$ cat src/rtl/sens_pkt_pkg.sv
package sens_pkt_pkg;

    localparam logic [7:0] SYNC_BYTE = 8'hAA;
    localparam logic [7:0] HDR_ACK   = 8'hEE;
    localparam logic [7:0] HDR_READ  = 8'hBB;
    localparam logic [7:0] STAT_OK   = 8'h01;

    localparam logic [7:0] REG_PAGE  = 8'h07;
    localparam logic [7:0] REG_OPMD  = 8'h3D;
    localparam logic [7:0] REG_POWER = 8'h3E;

    localparam logic [3:0] FC_OK      = 4'd0;
    localparam logic [3:0] FC_GENERIC = 4'd8;
    localparam logic [3:0] FC_TIMEOUT = 4'd9;

    typedef enum logic [2:0] {
        STEP_PAGE, STEP_CFGMODE, STEP_POWER, STEP_FUSE, STEP_READ
    } step_e;

    typedef enum logic [2:0] {
        M_IDLE, M_SEND, M_WAIT, M_READY, M_HALT
    } mode_e;

    typedef enum logic [1:0] {K_NONE, K_ACK, K_READ} kind_e;

    function automatic logic [3:0] decode_status(input logic [7:0] s);
        case (s)
            8'h01:   return 4'd0;
            8'h03:   return 4'd1;
            8'h04:   return 4'd2;
            8'h06:   return 4'd3;
            8'h07:   return 4'd4;
            8'h08:   return 4'd5;
            8'h09:   return 4'd6;
            8'h0A:   return 4'd7;
            default: return FC_GENERIC;
        endcase
    endfunction

endpackage

$ cat src/rtl/sens_pkt_tx.sv
module sens_pkt_tx
    import sens_pkt_pkg::*;
#(
    parameter logic [7:0] FUSE_MODE = 8'h0C,
    parameter logic [7:0] RD_REG    = 8'h3D,
    parameter logic [7:0] RD_LEN    = 8'h06
) (
    input  step_e       step,
    input  logic [2:0]  bidx,
    output logic [7:0]  byte_o,
    output logic        last_o
);

    logic       is_rd;
    logic [7:0] reg_a;
    logic [7:0] val;

    always_comb begin
        is_rd = (step == STEP_READ);
        case (step)
            STEP_PAGE:    begin reg_a = REG_PAGE;  val = 8'h00;     end
            STEP_CFGMODE: begin reg_a = REG_OPMD;  val = 8'h00;     end
            STEP_POWER:   begin reg_a = REG_POWER; val = 8'h00;     end
            STEP_FUSE:    begin reg_a = REG_OPMD;  val = FUSE_MODE; end
            default:      begin reg_a = RD_REG;    val = 8'h00;     end
        endcase
        case (bidx)
            3'd0:    byte_o = SYNC_BYTE;
            3'd1:    byte_o = is_rd ? 8'h01 : 8'h00;
            3'd2:    byte_o = reg_a;
            3'd3:    byte_o = is_rd ? RD_LEN : 8'h01;
            default: byte_o = val;
        endcase
        last_o = is_rd ? (bidx == 3'd3) : (bidx == 3'd4);
    end

endmodule

$ cat src/rtl/sens_rsp_framer.sv
module sens_rsp_framer
    import sens_pkt_pkg::*;
#(
    parameter int RD_BYTES = 8,
    localparam int NPAY    = RD_BYTES - 2,
    localparam int IW      = $clog2(RD_BYTES)
) (
    input  logic              clk,
    input  logic              rst_n,
    input  logic              clr,
    input  logic              rx_valid,
    input  logic [7:0]        rx_data,
    output logic              ack_done,
    output logic [7:0]        ack_status,
    output logic              rd_done,
    output logic [NPAY*8-1:0] rd_payload
);

    typedef struct packed {
        kind_e             kind;
        logic [IW-1:0]     idx;
        logic [7:0]        status;
        logic [NPAY*8-1:0] pay;
        logic              ack_done;
        logic              rd_done;
    } fr_t;

    fr_t q, d;

    always_comb begin
        d          = q;
        d.ack_done = 1'b0;
        d.rd_done  = 1'b0;
        if (clr) begin
            d.kind = K_NONE;
            d.idx  = '0;
        end else if (rx_valid) begin
            case (q.kind)
                K_NONE: begin
                    if (rx_data == HDR_ACK) begin
                        d.kind = K_ACK;
                        d.idx  = IW'(1);
                    end else if (rx_data == HDR_READ) begin
                        d.kind = K_READ;
                        d.idx  = IW'(1);
                    end
                end
                K_ACK: begin
                    d.status   = rx_data;
                    d.ack_done = 1'b1;
                    d.kind     = K_NONE;
                    d.idx      = '0;
                end
                default: begin
                    for (int k = 0; k < NPAY; k++) begin
                        if (q.idx == IW'(k + 2)) d.pay[k*8 +: 8] = rx_data;
                    end
                    if (q.idx == IW'(RD_BYTES - 1)) begin
                        d.rd_done = 1'b1;
                        d.kind    = K_NONE;
                        d.idx     = '0;
                    end else begin
                        d.idx = q.idx + 1'b1;
                    end
                end
            endcase
        end
    end

    always_ff @(posedge clk) begin
        if (!rst_n) q <= '0;
        else        q <= d;
    end

    assign ack_done   = q.ack_done;
    assign ack_status = q.status;
    assign rd_done    = q.rd_done;
    assign rd_payload = q.pay;

    // framing idle index never leaves the packet length
    p_idx_range_r6: assert property (@(posedge clk) disable iff (!rst_n)
        (q.kind == K_NONE) |-> (q.idx == '0));

endmodule

$ cat src/rtl/sens_pkt_engine.sv
module sens_pkt_engine
    import sens_pkt_pkg::*;
#(
    parameter int          TIMEOUT_CYC = 2000,
    parameter int          MAX_RETRY   = 3,
    parameter logic [7:0]  FUSE_MODE   = 8'h0C,
    parameter logic [7:0]  RD_REG      = 8'h3D,
    parameter int          RD_BYTES    = 8
) (
    input  logic                      clk,
    input  logic                      rst_n,
    input  logic                      start,
    input  logic                      rd_trig,
    output logic [7:0]                tx_data,
    output logic                      tx_valid,
    input  logic                      tx_ready,
    input  logic [7:0]                rx_data,
    input  logic                      rx_valid,
    output logic                      cfg_done,
    output logic                      err,
    output logic [3:0]                fail_code,
    output logic                      rd_valid,
    output logic [(RD_BYTES-2)*8-1:0] rd_data
);

    localparam int TW   = $clog2(TIMEOUT_CYC + 1);
    localparam int RW   = $clog2(MAX_RETRY + 1);
    localparam int NPAY = RD_BYTES - 2;

    typedef struct packed {
        mode_e         mode;
        step_e         step;
        logic [2:0]    bidx;
        logic [TW-1:0] tmr;
        logic [RW-1:0] retry;
        logic          done;
        logic          err;
        logic [3:0]    fcode;
        logic          rdv;
    } eng_t;

    eng_t q, d;

    logic       tx_last;
    logic       ack_done, rd_done;
    logic [7:0] ack_status;
    logic       fail;
    logic [3:0] fail_cd;

    sens_pkt_tx #(
        .FUSE_MODE (FUSE_MODE),
        .RD_REG    (RD_REG),
        .RD_LEN    (8'(NPAY))
    ) u_tx (
        .step   (q.step),
        .bidx   (q.bidx),
        .byte_o (tx_data),
        .last_o (tx_last)
    );

    sens_rsp_framer #(.RD_BYTES(RD_BYTES)) u_rx (
        .clk        (clk),
        .rst_n      (rst_n),
        .clr        (q.mode != M_WAIT),
        .rx_valid   (rx_valid),
        .rx_data    (rx_data),
        .ack_done   (ack_done),
        .ack_status (ack_status),
        .rd_done    (rd_done),
        .rd_payload (rd_data)
    );

    always_comb begin
        d       = q;
        d.rdv   = 1'b0;
        fail    = 1'b0;
        fail_cd = FC_OK;
        case (q.mode)
            M_IDLE: if (start) begin
                d.mode  = M_SEND;
                d.step  = STEP_PAGE;
                d.bidx  = '0;
                d.retry = '0;
            end
            M_SEND: if (tx_ready) begin
                if (tx_last) begin
                    d.mode = M_WAIT;
                    d.tmr  = '0;
                end else begin
                    d.bidx = q.bidx + 3'd1;
                end
            end
            M_WAIT: begin
                if (q.step == STEP_READ && rd_done) begin
                    d.rdv   = 1'b1;
                    d.fcode = FC_OK;
                    d.retry = '0;
                    d.mode  = M_READY;
                end else if (ack_done && q.step != STEP_READ && ack_status == STAT_OK) begin
                    d.fcode = FC_OK;
                    d.retry = '0;
                    d.bidx  = '0;
                    if (q.step == STEP_FUSE) begin
                        d.step = STEP_READ;
                        d.done = 1'b1;
                        d.mode = M_READY;
                    end else begin
                        d.step = step_e'(q.step + 3'd1);
                        d.mode = M_SEND;
                    end
                end else if (ack_done) begin
                    fail    = 1'b1;
                    fail_cd = decode_status(ack_status);
                    if (fail_cd == FC_OK) fail_cd = FC_GENERIC;
                end else if (rd_done) begin
                    fail    = 1'b1;
                    fail_cd = FC_GENERIC;
                end else if (q.tmr == TW'(TIMEOUT_CYC - 1)) begin
                    fail    = 1'b1;
                    fail_cd = FC_TIMEOUT;
                end else begin
                    d.tmr = q.tmr + 1'b1;
                end
            end
            M_READY: if (rd_trig) begin
                d.mode  = M_SEND;
                d.bidx  = '0;
                d.retry = '0;
            end
            default: ;
        endcase
        if (fail) begin
            d.fcode = fail_cd;
            d.bidx  = '0;
            if (q.retry == RW'(MAX_RETRY)) begin
                d.err  = 1'b1;
                d.mode = M_HALT;
            end else begin
                d.retry = q.retry + 1'b1;
                d.mode  = M_SEND;
            end
        end
    end

    always_ff @(posedge clk) begin
        if (!rst_n) begin
            q       <= '0;
            q.mode  <= M_IDLE;
            q.step  <= STEP_PAGE;
        end else begin
            q <= d;
        end
    end

    assign tx_valid  = (q.mode == M_SEND);
    assign cfg_done  = q.done;
    assign err       = q.err;
    assign fail_code = q.fcode;
    assign rd_valid  = q.rdv;

    p_tx_hold_r2: assert property (@(posedge clk) disable iff (!rst_n)
        (tx_valid && !tx_ready) |=> (tx_valid && $stable(tx_data)));

    p_done_sticky_r3: assert property (@(posedge clk) disable iff (!rst_n)
        cfg_done |=> cfg_done);

    p_code_range_r4: assert property (@(posedge clk) disable iff (!rst_n)
        fail_code <= FC_TIMEOUT);

    p_rdv_pulse_r7: assert property (@(posedge clk) disable iff (!rst_n)
        rd_valid |=> !rd_valid);

    p_err_sticky_r9: assert property (@(posedge clk) disable iff (!rst_n)
        err |=> err);

    p_err_quiet_r9: assert property (@(posedge clk) disable iff (!rst_n)
        err |-> !tx_valid);

    p_trig_early_r10: assert property (@(posedge clk) disable iff (!rst_n)
        (!cfg_done && !err && !tx_valid && q.mode != M_WAIT) |=> !tx_valid || $past(start));

endmodule

$ cat config.mk
export PLATFORM = sky130hd
export DESIGN_NAME = sens_pkt_engine
export DESIGN_NICKNAME = d
export VERILOG_FILES = /design/src/rtl/sens_pkt_pkg.sv /design/src/rtl/sens_pkt_tx.sv /design/src/rtl/sens_rsp_framer.sv /design/src/rtl/sens_pkt_engine.sv
export SDC_FILE = /design/constraint.sdc
export NUM_CORES = 1
export LEC_CHECK = 0
export BUFFER_PORTS_ARGS = -buffer_cell sky130_fd_sc_hd__clkbuf_2
export CAP_MARGIN = 20
export CORE_AREA = 2 2 96 98
export DETAILED_ROUTE_END_ITERATION = 8
export DIE_AREA = 0 0 98 100
export PLACE_DENSITY = 0.87
export SETUP_SLACK_MARGIN = 0.3
export SLEW_MARGIN = 10
export SYNTH_ARGS = -nofsm -noshare
export SYNTH_HDL_FRONTEND = slang
export SYNTH_SLANG_ARGS = --single-unit
export TNS_END_PERCENT = 50
$ cat constraint.sdc
create_clock -name clk -period 3.5 [get_ports clk]
set_clock_uncertainty 0.2 [all_clocks]
set_input_delay 0.175 -clock clk [delete_from_list [all_inputs] [get_ports clk]]
set_output_delay 0.175 -clock clk [all_outputs]
set_load 0.02 [all_outputs]
# Word-level counts from Yosys, hierarchy flattened
# Memories as Yosys holds them, arrays and structs flattened. A register that Yosys moved wholly into a read port is not among the register bits.
# Index checks and enable logic that the tools add are counted.
# classes
addsub	5
n_eq_ne	41
muxes	68
n_bitwise	5
n_reduce_logical	38
# ops
operator	count
$mux W4	18
$mux W11	5
$mux W3	11
$pmux W8 S4	1
$reduce_and A4 Y1	8
$eq A3 B2 Y1 const B	8
$pmux W3 S4	2
$pmux W11 S2	1
$mux W5	4
$eq A3 B3 Y1 const B	6
$mux W9	2
$ne A2 B2 Y1 const B	9
$mux W17	1
$eq A8 B8 Y1 const B	2
$mux W14	1
$mux W1	12
$mux W2	6
$pmux W6 S2	1
$add A11 B1 Y11 const B	1
$eq A11 B11 Y1 const B	1
$pmux W5 S2	1
$add A3 B1 Y3 const B	3
$logic_not A3 Y1	3
$ne A3 B1 Y1 const B	3
other kinds (27)	47
# totals
regBits	92
mem_bits_ro	64
in_bits	14
output_inout_bits	64
word_cells	178
mem_count	1
# mem_list
memory	depth	width	read_ports	rd_clocked_by_memory_dff	wr	line	rtl
(name not given)	16	4	1	1	0	sens_pkt_pkg.sv:27	case (s)

# Logic depth before layout (Yosys ltp)
# depth
depth_word	13
mapped_depth	9
mapped_depth_nobuf	8

# Cells and area by module
# A second synthesis with hierarchy kept.
# hier_totals
cells_unflattened	610
hier_area_um2	5163.7
# by_module_without_submodules
module	instances	cells_per_inst	area_per_inst_um2	seq_area_each_um2
sens_rsp_framer	1	366	3098.0	1261.2
sens_pkt_engine	1	214	1864.3	580.6
sens_pkt_tx	1	30	201.4	0.0

# Worst setup path after synthesis
# No wires, ideal clock.
# synth_path
kind	reg2reg
start	register q[27] (netlist bit)
end	register with a tool-made name
t_arrival_ns	2.087
t_required_ns	3.242
setup_slack_ns	1.155
stages_incl_launch_ff	10
path_buffers	1
synth_period_minus_slack_ns	2.345
cell_sequence	dfxtp_1 > or3b_1 > buf_2 > nor2_1 > nand2_1 > a21oi_1 > ha_1 > inv_1 > a22oi_1 > o22a_1
# synth_lines
item	line	rtl
start: declaration	sens_pkt_engine.sv:42	eng_t q, d;

==> results.md <==
Clocking:
- Hold repair after CTS inserted 4 buffers.
- In this run the deepest clock path goes through 2 buffers.
- Clock tree synthesis selected as its root buffer the cell clkbuf_8.
- The clock transition at the registers of the reported paths is 0.12 ns.
- The number of clock sinks seen by CTS is 96.
- The insertion delay to the later sink of the worst-skew pair is approximately 0.37 ns.
- The CTS buffer count is 9.
- The post-CTS resize count is 0.
- The total number of H-tree levels is 3.
- The clock tree from TritonCTS is yes.
- The number of setup buffers added after CTS is 0.

Global routing:
- The via count of the first global-routing pass came to 3557.
- The first global-routing pass estimated 16.9 mm of wire.
- The number of antenna violations at the first check in global routing is 0.
- The global-route usage over all layers is 21.1%.
- The total congestion overflow after global routing is 0.
- The largest net degree at the start of global routing is 40.

Final layout:
- The end-of-flow core utilization is about 56%.
- The count of inserted antenna diode cells is 0.
- The area added between synthesis and finish is 5.64%.
- The finished layout holds 675 standard cells, fillers aside.
- The final instance area is 4990 um^2.
- The share of layout cells above drive strength 1 is 17.9%.
- In the final design database the tool counted 593 nets.

Drt:
- After detailed routing, the average wire length per cell comes to 15.0 um.
- The wire length reported by the detailed router is 10.1 mm.
- The count of nets left with antenna violations once routing finished came out at 0.
- The average via count per standard cell is between 5 and 6.
- The number of vias after detailed routing is 3763.
- For this block, the initial DRC count from the detailed router was 216.
- The detailed-route DRC error count is 0.
- The number of search-and-repair iterations in the first detailed-routing pass is 4.

STA:
- The number of hold violations in the final report is 0.
- The worst path in the final design needs a cycle of 2.72 ns, including I/O delays and setup.
- The final count of negative-setup-slack endpoints is 0.
- The worst hold margin is 0.0139 ns.
- The final number of max-transition violations is 0.
- Dividing the final minimum period by the clock period gives 77.7%.
- The worst max-slew margin expressed relative to the limit is around 58%.
- For this run, the top clock speed supported by timing is 0.368 GHz.
- After routing, the total negative slack on setup checks comes to 0 ns.
- Setup slack on the critical path of the routed design comes to 0.781 ns.
- The actual transition at the worst max-transition pin is 0.631 ns.
- Setup repair after global routing left no endpoint under its margin.

Power:
- The leakage power is roughly 2.2 nW.
- The worst-case IR drop observed on VDD is 0.375 mV.
- In this run the power density over the cells is 453 nW/um^2.
- The total design power is approximately 2.3 mW.

Die:
- The starting density of the core is a little over half.
- Row generation in the floorplan step produced 35 rows.
- The area inside the core boundary is 8890 um^2.
- The die covers between 9000 and 10000 um^2.
- 78 I/O pins were placed.
- Measured along the x axis, the die boundary spans a little under 100 um.
- From bottom edge to top edge, the die measures 100 um.

Synth:
- The Yosys step of the flow raised 0 warnings.
- The number of enable-type register cells in the synthesized netlist is 0.
- Each instance of the synthesized netlist takes up on average 8.66 um^2.
- The number of library cell types mapped by synthesis is between 50 and 60.
- The top flip-flop cell by instance count after synthesis is dfxtp_1.
- Synthesis handed over a netlist of 546 instances.
- The fraction of synthesis flops using an asynchronous set or reset pin is 0%.
- The sequential cell area fraction in the yosys report is about two fifths.
- The count of state elements after synthesis is 96.
- After synthesis the cells add up to 4730 um^2.
- The number of nets handed over by synthesis was 580.

Placement:
- The number of input and output port buffers inserted is 76.
- In this run the cell area measured after placement is 4750 um^2.
- The worst setup slack before clock tree synthesis is 0.884 ns.
- The placed instance count is approximately 660.
- The HPWL after detailed placement is 7.18 mm.
- The global placer's final weighted congestion is 0.903.

Min path:
- The hold-critical path depth is 3.
- The min-delay analysis places its worst path in the category input pin to flip-flop.

Worst setup path:
- The cell count of the worst reg-to-reg path is 8.
- STA puts the critical path data required time at 3.62 ns.
- The setup path with the least slack is of type flip-flop to flip-flop.
- The critical path data arrival time is 2.84 ns.
- The largest fanout on the critical path is 8.
- The kind of capture point of the worst setup path is a flip-flop.
- STA classifies the critical path startpoint as a flip-flop.

Job:
- The max-capacitance violation count is 0.

Run status:
- The run finished with clean final reports.
## report_power, final
group | total (mW) | switching, mW | internal (mW) | leakage (nW)
Sequential | 1.15 | 0.0331 | 1.11 | 0.774
Combinational | 0.394 | 0.259 | 0.135 | 1.32
Clock | 0.719 | 0.440 | 0.279 | 0.0935
## flip-flops by register name, summed over array words and instances (netlist names), named ones only
register,cells
rd_valid,1
u_rx.ack_status,8
q,22
u_rx.ack_done,1
cfg_done,1
u_rx.rd_payload,48
fail_code,4
err,1
u_rx.rd_done,1
u_rx.q,5
## cells by family after synthesis
logic type / share of synthesized area [%]
buffers and inverters: 12.4
xor gates and xnor gates: 1.30
muxes: 9.53
AOI/OAI and AO/OA: 10.3
adders and majority gates: 5.30
and+or+nand+nor: 20.4
DFF: 40.7
other: 0.0794
## critical path: stages (launching register included)
cell and delay [ns]:
dfxtp_1 0.45, or3b_1 0.51, nor2_1 0.42, nand2_1 0.13, a21oi_1 0.30, ha_1 0.24, inv_1 0.08, a22oi_1 0.18
o22a_1 0.17
## layout make-up
type | count | area, um^2
Tap cell | 111 | 139
Sequential cell | 96 | 1920
Clock buffer | 9 | 124
Fill cell | 778 | 3900
Clock inverter | 7 | 76.3
Multi-Input combinational cell | 349 | 2220
Inverter | 21 | 78.8
Timing Repair Buffer | 82 | 435
## routing by layer
layer	wire [um]	track usage (%)	up-vias
met4	167	7.05	0
met2	4870	36.9	134
li1	-	-	1841
met1	4460	26.4	1768
met5	0	0	-
met3	611	3.69	20
## placed cells by master (no fill, tap or decap), types with 2 or more instances in the layout
master and count:
clkbuf_8 9, and3_1 4, or4_1 5, xnor2_1 4
clkinv_8 2, or2_2 2, xor2_1 3, nor3_1 9
nor4b_1 2, a22oi_1 3, a31oi_1 5, mux2i_1 45
nand2_1 47, inv_1 20, a21oi_1 32, o21ai_0 11
nand2b_1 12, dfxtp_1 96, nand3b_1 2, a211oi_1 2
clkbuf_2 76, nor3b_1 2, ha_1 20, or3_1 2
o31ai_1 4, o22ai_1 3, clkinvlp_4 2, nor2b_1 3
buf_4 2, nand4_1 2, o21a_1 4, or4bb_1 2
nand4b_1 2, nand3_1 27, a32oi_1 3, dlygate4sd3_1 4
nor2_1 66
## cell usage after synthesis (2+ instances only)
| cell | number | area, um^2 |
|---|---|---|
| dfxtp_1 | 96 | 1920 |
| nor2_1 | 66 | 248 |
| buf_4 | 53 | 398 |
| nand2_1 | 47 | 176 |
| mux2i_1 | 45 | 450 |
| a21oi_1 | 32 | 160 |
| nand3_1 | 27 | 135 |
| inv_1 | 21 | 78.8 |
| clkbuf_1 | 20 | 75.1 |
| ha_1 | 20 | 250 |
| nand2b_1 | 12 | 75.1 |
| o21ai_0 | 11 | 55.1 |
| nor3_1 | 9 | 45.0 |
| buf_2 | 7 | 35.0 |
| a31oi_1 | 5 | 31.3 |
| or4_1 | 5 | 37.5 |
| and3_1 | 4 | 25.0 |
| o21a_1 | 4 | 30.0 |
| o31ai_1 | 4 | 30.0 |
| xnor2_1 | 4 | 35.0 |
| a22oi_1 | 3 | 22.5 |
| a32oi_1 | 3 | 26.3 |
| nor2b_1 | 3 | 18.8 |
| o22ai_1 | 3 | 18.8 |
| xor2_1 | 3 | 26.3 |
| a211oi_1 | 2 | 15.0 |
| nand3b_1 | 2 | 15.0 |
| nand4_1 | 2 | 12.5 |
| nand4b_1 | 2 | 17.5 |
| nor3b_1 | 2 | 15.0 |
| nor4b_1 | 2 | 17.5 |
| or2_2 | 2 | 12.5 |
| or3_1 | 2 | 12.5 |
| or4bb_1 | 2 | 22.5 |
## path summary, 6_finish.rpt
check / endpoint / startpoint / slack [ns]
worst max-delay path: flip-flop / q[27] / 0.78
worst min-delay path: u_rx.rd_payload[14] / rx_data[6] / 0.01
worst max register to register: flip-flop / q[27] / 0.78
worst min register to register: u_rx.ack_status[6] / u_rx.ack_status[6] / 0.27
(Power assumes the default switching activity.)
